==> src/rtl/qre_pkg.sv <==
package qre_pkg;
  localparam int unsigned DEF_RATIO  = 4;
  localparam int unsigned DEF_STAGES = 2;
  localparam int unsigned DEF_DATA_W = 8;
  localparam int unsigned DEF_LANES  = 2;

  function automatic int unsigned cnt_width(input int unsigned ratio);
    return (ratio < 2) ? 1 : $clog2(ratio);
  endfunction
endpackage

==> src/rtl/qre_reset_chain.sv <==
module qre_reset_chain #(
  parameter int unsigned STAGES = qre_pkg::DEF_STAGES
) (
  input  logic clk_i,
  input  logic rst_req_i,
  input  logic lock_i,
  output logic rst_o
);
  logic             arst;
  logic [STAGES-1:0] chain_q;

  // lock loss counts as a reset request
  assign arst = rst_req_i | ~lock_i;

  always_ff @(posedge clk_i or posedge arst) begin
    if (arst) chain_q <= '1;
    else      chain_q <= {chain_q[STAGES-2:0], 1'b0};
  end

  assign rst_o = chain_q[STAGES-1];
endmodule

==> src/rtl/qre_strobe_gen.sv <==
module qre_strobe_gen #(
  parameter int unsigned RATIO = qre_pkg::DEF_RATIO
) (
  input  logic clk_i,
  input  logic rst_i,
  output logic en_o
);
  localparam int unsigned CW = qre_pkg::cnt_width(RATIO);

  generate
    if (RATIO < 2) begin : g_full_rate
      assign en_o = ~rst_i;
    end else begin : g_divided
      localparam logic [CW-1:0] LAST   = CW'(RATIO - 1);
      localparam logic [CW-1:0] PRE_EN = CW'(RATIO - 2);
      logic [CW-1:0] cnt_q;
      logic          en_q;

      always_ff @(posedge clk_i) begin
        if (rst_i) begin
          cnt_q <= '0;
          en_q  <= 1'b0;
        end else begin
          cnt_q <= (cnt_q == LAST) ? '0 : cnt_q + 1'b1;
          en_q  <= (cnt_q == PRE_EN);
        end
      end

      // gated so the strobe drops as soon as reset asserts
      assign en_o = en_q & ~rst_i;
    end
  endgenerate
endmodule

==> src/rtl/qre_gated_bank.sv <==
module qre_gated_bank #(
  parameter int unsigned DATA_W = qre_pkg::DEF_DATA_W,
  parameter int unsigned LANES  = qre_pkg::DEF_LANES
) (
  input  logic                    clk_i,
  input  logic                    rst_i,
  input  logic                    en_i,
  input  logic [LANES*DATA_W-1:0] d_i,
  output logic [LANES*DATA_W-1:0] q_o
);
  generate
    for (genvar l = 0; l < LANES; l++) begin : g_lane
      logic [DATA_W-1:0] r_q;
      always_ff @(posedge clk_i) begin
        if (rst_i)     r_q <= '0;
        else if (en_i) r_q <= d_i[l*DATA_W +: DATA_W];
      end
      assign q_o[l*DATA_W +: DATA_W] = r_q;
    end
  endgenerate
endmodule

==> src/rtl/qre_top.sv <==
module qre_top #(
  parameter int unsigned RATIO  = qre_pkg::DEF_RATIO,
  parameter int unsigned STAGES = qre_pkg::DEF_STAGES,
  parameter int unsigned DATA_W = qre_pkg::DEF_DATA_W,
  parameter int unsigned LANES  = qre_pkg::DEF_LANES
) (
  input  logic                    clk_i,
  input  logic                    rst_req_i,
  input  logic                    lock_i,
  input  logic [LANES*DATA_W-1:0] din_i,
  output logic                    rst_o,
  output logic                    en_o,
  output logic [LANES*DATA_W-1:0] dout_o
);
  logic rst_c;
  logic en_c;

  qre_reset_chain #(.STAGES(STAGES)) u_rst (
    .clk_i(clk_i), .rst_req_i(rst_req_i), .lock_i(lock_i), .rst_o(rst_c)
  );

  qre_strobe_gen #(.RATIO(RATIO)) u_stb (
    .clk_i(clk_i), .rst_i(rst_c), .en_o(en_c)
  );

  qre_gated_bank #(.DATA_W(DATA_W), .LANES(LANES)) u_bank (
    .clk_i(clk_i), .rst_i(rst_c), .en_i(en_c), .d_i(din_i), .q_o(dout_o)
  );

  assign rst_o = rst_c;
  assign en_o  = en_c;
endmodule

==> config.mk <==
export PLATFORM = sky130hd
export DESIGN_NAME = qre_top
export DESIGN_NICKNAME = d
export VERILOG_FILES = /design/src/rtl/qre_pkg.sv /design/src/rtl/qre_reset_chain.sv /design/src/rtl/qre_strobe_gen.sv /design/src/rtl/qre_gated_bank.sv /design/src/rtl/qre_top.sv
export SDC_FILE = /design/constraint.sdc
export NUM_CORES = 1
export LEC_CHECK = 0
export ABC_AREA = 1
export BUFFER_PORTS_ARGS = -buffer_cell sky130_fd_sc_hd__buf_2
export CAP_MARGIN = 10
export CORE_MARGIN = 10
export CORE_UTILIZATION = 25
export CTS_CLUSTER_SIZE = 8
export DETAILED_ROUTE_END_ITERATION = 16
export MAX_ROUTING_LAYER = met4
export PLACE_DENSITY = 0.59
export SKIP_CTS_REPAIR_TIMING = 1
export SYNTH_ARGS = -nofsm -noshare
export SYNTH_HDL_FRONTEND = slang
export SYNTH_HIERARCHICAL = 1
export SYNTH_SLANG_ARGS = --single-unit
==> constraint.sdc <==
create_clock -name clk_i -period 1.2 [get_ports clk_i]
set_clock_uncertainty 0.15 [all_clocks]
set_input_delay 0.06 -clock clk_i [delete_from_list [all_inputs] [get_ports clk_i]]
set_output_delay 0.06 -clock clk_i [all_outputs]
set_load 0.01 [all_outputs]
==> flow_metrics.tcl, run 1 <==
set metrics [dict create \
    outcome "complete, but fails checks" \
    violations "setup timing" \
    syn_nets 142 \
    hold_violations 0 \
    vias_per_cell 3.656 \
    port_buffers 36 \
    vias 830 \
    final_cell_mix "34 x buf_2, 31 x nand2_1, 27 x nor2_1" \
    place_area_um2 1089 \
    p_leak_uw 0.0007325 \
    final_common_cell "buf_2" \
    r2r_start "u_rst/chain_q[1]$_DFF_PP1_" \
    clock-sinks 21 \
    preCtsSetupSlack_ns -0.2656 \
    syn_area_um2 862.1 \
    grtUsageTotal_pct 6.466 \
    hp-class "in2async" \
    end_kind "output port" \
    rsz0062_at_grt "yes" \
    gp_congestion 0.6565 \
    grt_pass1_wl_mm 3.187 \
    pin_count 37 \
    cts_buffers 3 \
    cts_root_buf "clkbuf_4" \
    slew_violations 0 \
    max_freq_ghz 0.7463 \
    drc_errors 0 \
    area_growth_pct 62.99 \
    dp.cells 200 \
    cts_tree "yes" \
    layoutNonFillerInstCount 227 \
    r2r_slack_ns -0.13 \
    arrival_ns 1.13 \
    setup-tns-final_ns -1.669 \
    period_needed_ns 1.340 \
    syn_area_per_cell_um2 7.125 \
    fin_nets 203 \
    cap_violations 0 \
    syn_inst 121 \
    initial_utilization_pct 25.83 \
    wl_per_cell_um 10.68 \
    ir_worst_vdd_v 0.0005796 \
    crit_type "reg2out" \
    core_um2 3337 \
    r2r_cells 6 \
    post-route-period-util_pct 111.7 \
    endpoint "rst_o" \
    cp_max_fo 4 \
    firstDrtPassIters 3 \
    dieArea_um2 6197 \
    yosysWarnings 6 \
    setup_ws_ns -0.1400 \
    die_w_um 78.72 \
    yosysSeqAreaShare_pct 50.22 \
    power_density_nw_per_um2 963.2 \
    drive_gt1_share_pct 33.70 \
    grt_overflow 0 \
    timing.rr.end "u_bank/g_lane[1].r_q[1]$_SDFFE_PP0P_" \
    grt_pass1_vias 728 \
    ys_seq_elements 21 \
    cts_buffer_depth 2 \
    postRouteWirelength_mm 2.425 \
    critPathLaunchType "flop" \
    insertion_delay_ns 0.30 \
    cp.required_ns 0.99 \
    drt_iter0_drc 34 \
    stdcell_area_um2 1405 \
    n_fill_cell 355 \
    final-setup-viol-count 17 \
    antenna_cells 0 \
    clkSlewWorstSetupHoldPaths_ns 0.11 \
    h-tree-depth 1 \
    grt_max_degree 34 \
    antenna_found_initial 0 \
    fp.dieH_um 78.72 \
    drtAntennaViolNets 0 \
    rows 21 \
    hpwl_mm 1.408 \
    crit_start "u_rst/chain_q[1]$_DFF_PP1_" \
    ys_types 12 \
]
## power by group
group	total, µW	internal [µW]	switching [µW]	leakage [µW]
sequential	758	737	20.8	0.000175
combinational	256	140	116	0.000542
clock	340	129	210	0.0000150
## cells in the mapped netlist
| master | number | area, µm² |
|---|---|---|
| buf_6 | 3 | 33.78 |
| nor2_1 | 34 | 127.6 |
| nand2_1 | 32 | 120.1 |
| nand2_2 | 1 | 6.260 |
| buf_4 | 1 | 7.510 |
| dfstp_2 | 2 | 52.55 |
| inv_1 | 22 | 82.58 |
| nor2_2 | 3 | 18.77 |
| conb_1 | 1 | 3.750 |
| inv_2 | 1 | 3.750 |
| dfxtp_1 | 19 | 380.4 |
| ha_1 | 2 | 25.02 |
## critical path, stage by stage, from the launching register on
cell,delay (ns)
dfstp_2,0.60
buf_6,0.14
buf_6,0.10
## stage by stage
step                hold slack (ns)  util [%]  total power, µW
detailed placement        -0.005771     32.62            950.1
CTS                         -0.3526     33.41             1307
floorplan                   -0.1238         -            887.1
global placement          -0.009521     32.62            948.4
finish                       0.1953     42.11             1353
global route                 0.2065     42.11             1448
## layer usage
metal | share of wire, % | global-route usage, %
met1 | 44 | 6.671
met2 | 47 | 9.786
met3 | 8.8 | 4.617
met4 | 0.49 | 1.613
met5 | 0 | -
## kinds of logic (layout without fill, tap and decap cells)
family	after synthesis	after routing	synth area share, %
adders and majority gates	2	2	2.902
other	1	1	0.4350
DFF	21	21	50.22
and+or+nand+nor	70	71	31.64
buffers and inverters	27	86	14.80
## worst min-delay path by stage
stage | endpoint | slack, ns | depth (start not counted)
final | u_rst/chain_q[0]$_DFF_PP1_ | 0.20 | 4
after global routing | u_rst/chain_q[0]$_DFF_PP1_ | 0.21 | 4
after CTS | u_rst/chain_q[0]$_DFF_PP1_ | -0.35 | 3
after detailed placement | u_rst/chain_q[0]$_DFF_PP1_ | -0.006 | 3
after global placement | u_rst/chain_q[0]$_DFF_PP1_ | -0.01 | 3
after floorplan | u_rst/chain_q[0]$_DFF_PP1_ | -0.12 | 1
## sequential cells by signal, summed over array words and instances, names as in the netlist
name and flops:
u_bank/g_lane.r_q 16, u_rst/chain_q 2, u_stb/g_divided.cnt_q 2, u_stb/g_divided.en_q 1
## area by class of cell
class / instances / area, µm² / area share, %
Clock buffer: 4 / 26.28 / 1.870
Sequential cell: 21 / 432.9 / 30.81
Tap cell: 46 / 57.56 / 4.096
Timing Repair Buffer: 59 / 451.7 / 32.15
Inverter: 23 / 88.84 / 6.322
Multi-Input combinational cell: 74 / 347.8 / 24.76
(Power assumes the default switching activity.)
==> inputs of run 2 (changes only) <==
--- a/config.mk
+++ b/config.mk
@@ -12,7 +12,6 @@
 export CORE_UTILIZATION = 25
 export CTS_CLUSTER_SIZE = 8
 export DETAILED_ROUTE_END_ITERATION = 16
-export MAX_ROUTING_LAYER = met4
 export PLACE_DENSITY = 0.59
 export SKIP_CTS_REPAIR_TIMING = 1
 export SYNTH_ARGS = -nofsm -noshare
==> run 2 against run 1 <==
Compared with the run above:
- the run still ends with setup timing left
- sequential cell count is the same
- die area unchanged
- count of clock-buffer cells in the layout did not move
- sequential power is essentially flat
- final area did not move
- non-clock buffer count did not move
- final cell count stayed put
- clock power about the same
- sequential share of layout area is the same
- critical endpoint unchanged
==> flow_metrics.tcl, run 2 (same netlist as run 1, synthesis figures left out) <==
set metrics [dict create \
    outcome "complete, but fails checks" \
    violations "setup timing" \
    clkSlewWorstSetupHoldPaths_ns 0.11 \
    grt_pass1_vias 731 \
    layoutNonFillerInstCount 227 \
    final_common_cell "buf_2" \
    slew_violations 0 \
    p_leak_uw 0.0007325 \
    insertion_delay_ns 0.30 \
    clock-sinks 21 \
    grt_pass1_wl_mm 3.187 \
    antenna_cells 0 \
    regMostFlops "u_bank/g_lane.r_q" \
    firstDrtPassIters 3 \
    final_core_util_pct 42.11 \
    fp.dieH_um 78.72 \
    post-route-period-util_pct 111.4 \
    drt_iter0_drc 27 \
    ir_worst_vdd_v 0.0005763 \
    hpwl_mm 1.408 \
    fin_nets 203 \
    max_freq_ghz 0.7479 \
    dieArea_um2 6197 \
    rows 21 \
    whs_ns 0.1959 \
    grt_max_degree 34 \
    cts_buffers 3 \
    postRouteWirelength_mm 2.421 \
    drtAntennaViolNets 0 \
    vias_per_cell 3.661 \
    largest_reg_flops 16 \
    gp_congestion 0.6508 \
    endpoint "rst_o" \
    grtUsageTotal_pct 6.286 \
    final-setup-viol-count 17 \
    initial_utilization_pct 25.83 \
    core_um2 3337 \
    end_kind "output port" \
    reg.largest.list "u_bank/g_lane.r_q x16, u_rst/chain_q x2, u_stb/g_divided.cnt_q x2" \
    cts_tree "yes" \
    period_needed_ns 1.337 \
    drc_errors 0 \
    hp-class "in2async" \
    critPathLaunchType "flop" \
    crit_start "u_rst/chain_q[1]$_DFF_PP1_" \
    cp.required_ns 0.99 \
    hold_violations 0 \
    cts_root_buf "clkbuf_4" \
    wl_per_cell_um 10.67 \
    dp.cells 200 \
    cp_max_fo 4 \
    setup_ws_ns -0.1371 \
    area_growth_pct 62.99 \
    grt_overflow 0 \
    h-tree-depth 1 \
    drive_gt1_share_pct 33.70 \
    crit_type "reg2out" \
    r2r_slack_ns -0.13 \
    die_w_um 78.72 \
    vias 831 \
    rsz0062_at_grt "yes" \
    port_buffers 36 \
    cts_buffer_depth 2 \
    pin_count 37 \
    antenna_found_initial 0 \
    r2r_start "u_rst/chain_q[1]$_DFF_PP1_" \
    preCtsSetupSlack_ns -0.2656 \
    timing.rr.end "u_bank/g_lane[1].r_q[1]$_SDFFE_PP0P_" \
    power_density_nw_per_um2 962.3 \
    arrival_ns 1.13 \
    cap_violations 0 \
    r2r_cells 6 \
    final_cell_mix "34 x buf_2, 31 x nand2_1, 27 x nor2_1" \
    setup-tns-final_ns -1.634 \
]
==> run 2: layer usage <==
metal | up-vias | part of all wire, % | global-route usage [%]
met4 | 0 | 0.54 | 1.613
met2 | 25 | 47 | 9.786
met3 | 2 | 9.4 | 5.293
li1 | 458 | - | -
met5 | - | 0 | 0
met1 | 346 | 43 | 6.279
==> run 2: worst min-delay path by stage <==
stage / start / endpoint / depth (start not counted)
2_1_floorplan: rst_req_i / u_rst/chain_q[0]$_DFF_PP1_ / 1
3_3_place_gp: lock_i / u_rst/chain_q[0]$_DFF_PP1_ / 3
3_5_place_dp: lock_i / u_rst/chain_q[0]$_DFF_PP1_ / 3
4_1_cts: lock_i / u_rst/chain_q[0]$_DFF_PP1_ / 3
5_1_grt: lock_i / u_rst/chain_q[0]$_DFF_PP1_ / 4
6_report: lock_i / u_rst/chain_q[0]$_DFF_PP1_ / 4
==> run 2: area by class of cell <==
type                    count  area [µm²]
well taps                  46       57.56
fillers                   355        1932
flip-flops and latches     21       432.9
inverters                  23       88.84
multi-input cells          74       347.8
clock buffers               4       26.28
repair buffers             59       451.7
==> run 2: per-stage QoR <==
stage	instance area [µm²]	total power, µW
after global placement	1089	948.4
after CTS	1115	1307
after global routing	1405	1445
after floorplan	884.6	887.1
final	1405	1352
after detailed placement	1089	950.1
==> run 2: worst max-delay path: stages (launching register included) <==
cell	delay [ns]
dfstp_2	0.60
buf_6	0.14
buf_6	0.10
==> run 2: power by group <==
part | switching (µW) | internal [µW] | leakage [µW]
Clock | 209 | 129 | 0.0000150
Sequential | 20.8 | 737 | 0.000175
Combinational | 116 | 140 | 0.000542
==> inputs of run 3 (changes only) <==
--- a/config.mk
+++ b/config.mk
@@ -12,7 +12,7 @@
 export CORE_UTILIZATION = 25
 export CTS_CLUSTER_SIZE = 8
 export DETAILED_ROUTE_END_ITERATION = 16
-export PLACE_DENSITY = 0.59
+export PLACE_DENSITY = 0.46
 export SKIP_CTS_REPAIR_TIMING = 1
 export SYNTH_ARGS = -nofsm -noshare
 export SYNTH_HDL_FRONTEND = slang
==> run 3 against run 2 <==
Compared with the run above:
- register-to-register slack improved by 0.04 ns
- non-clock buffer count rose by 3
- global-route usage is 0.14 points higher
- fmax grew 2.7%
- clock power is essentially flat
- the flow still finishes with violations (setup timing)
- via count rose by 2.5%
- hold slack improved by 0.017 ns
- largest cell class unchanged
- critical path type unchanged
==> flow_metrics.tcl, run 3 (same netlist as run 1, synthesis figures left out) <==
set metrics [dict create \
    postRouteWirelength_mm 2.370 \
    clock-sinks 21 \
    pin_count 37 \
    antenna_found_initial 0 \
    arrival_ns 1.09 \
    hp-class "reg2reg" \
    slew_violations 0 \
    cp.required_ns 0.99 \
    min_from "u_rst/chain_q[0]$_DFF_PP1_" \
    cts_root_buf "clkbuf_4" \
    grt_pass1_wl_mm 3.194 \
    crit_type "reg2out" \
    antenna_cells 0 \
    power_density_nw_per_um2 966.6 \
    power_uw 1348 \
    drc_errors 0 \
    ir_worst_vdd_v 0.0005129 \
    outcome "complete, but fails checks" \
    p_leak_uw 0.0007419 \
    crit_start "u_rst/chain_q[1]$_DFF_PP1_" \
    preCtsSetupSlack_ns -0.2727 \
    rows 21 \
    regMostFlops "u_bank/g_lane.r_q" \
    final-setup-viol-count 18 \
    h-tree-depth 1 \
    clkSlewWorstSetupHoldPaths_ns 0.10 \
    fp.dieH_um 78.72 \
    drt_iter0_drc 25 \
    area_growth_pct 61.83 \
    port_buffers 36 \
    r2r_start "u_rst/chain_q[1]$_DFF_PP1_" \
    final_core_util_pct 41.81 \
    grt_pass1_vias 746 \
    fin_nets 206 \
    max_freq_ghz 0.7685 \
    cp_max_fo 4 \
    post-route-period-util_pct 108.4 \
    end_kind "output port" \
    wl_per_cell_um 10.30 \
    insertion_delay_ns 0.29 \
    setup-tns-final_ns -1.265 \
    reg.largest.list "u_bank/g_lane.r_q x16, u_rst/chain_q x2, u_stb/g_divided.cnt_q x2" \
    violations "setup timing" \
    dieArea_um2 6197 \
    rsz0062_at_grt "yes" \
    critPathLaunchType "flop" \
    hold_violations 0 \
    cts_buffers 3 \
    cts_tree "yes" \
    initial_utilization_pct 25.83 \
    final_cell_mix "35 x buf_2, 32 x nand2_1, 26 x nor2_1" \
    vias 852 \
    drtAntennaViolNets 0 \
    die_w_um 78.72 \
    whs_ns 0.2124 \
    gp_congestion 0.7041 \
    firstDrtPassIters 2 \
    hpwl_mm 1.529 \
    largest_reg_flops 16 \
    drive_gt1_share_pct 35.33 \
    period_needed_ns 1.301 \
    vias_per_cell 3.704 \
    grtUsageTotal_pct 6.425 \
    final_common_cell "buf_2" \
    cap_violations 0 \
    cts_buffer_depth 2 \
    core_um2 3337 \
    setup_ws_ns -0.1013 \
    grt_max_degree 34 \
    grt_overflow 0 \
]
[run 3: through the flow]
step,cell area (µm²),instances
after floorplan,884.6,121
after global placement,1089,200
after detailed placement,1089,200
after CTS,1116,204
after global routing,1395,230
final,1395,230
[run 3: per-layer routing]
layer / share of wire (%) / up-vias / global-route usage (%) / wire (µm)
li1: - / 464 / - / -
met1: 48 / 359 / 6.867 / 1139
met2: 43 / 27 / 9.622 / 1013
met3: 8.4 / 2 / 4.842 / 200
met4: 0.72 / 0 / 2.151 / 17
met5: 0 / - / 0 / 0
[run 3: path summary, 6_finish.rpt]
path                                                        end  slack [ns]  cells after the start
setup / recovery                                          rst_o       -0.10                      2
hold reg to reg                      u_rst/chain_q[1]$_DFF_PP1_        0.21                      0
setup reg to reg           u_bank/g_lane[1].r_q[7]$_SDFFE_PP0P_       -0.09                      5
min in group asynchronous            u_rst/chain_q[0]$_DFF_PP1_        0.22                      3
hold / removal                       u_rst/chain_q[1]$_DFF_PP1_        0.21                      0
max in group asynchronous            u_rst/chain_q[1]$_DFF_PP1_        0.15                      5
[run 3: area by class of cell]
class                   count  area [µm²]
fillers                   368        1942
repair buffers             62       442.9
flip-flops and latches     21       432.9
multi-input cells          74       347.8
inverters                  23       86.33
well taps                  46       57.56
clock buffers               3       22.52
clock inverters             1       5.005
[run 3: report_power, final]
part	switching, µW	internal, µW
Sequential	21.8	737
Clock	212	124
Combinational	115	139
[run 3: worst max-delay path, cell delays in order (launching register included)]
cell and delay [ns]:
dfstp_2 0.58, buf_6 0.12, buf_6 0.09
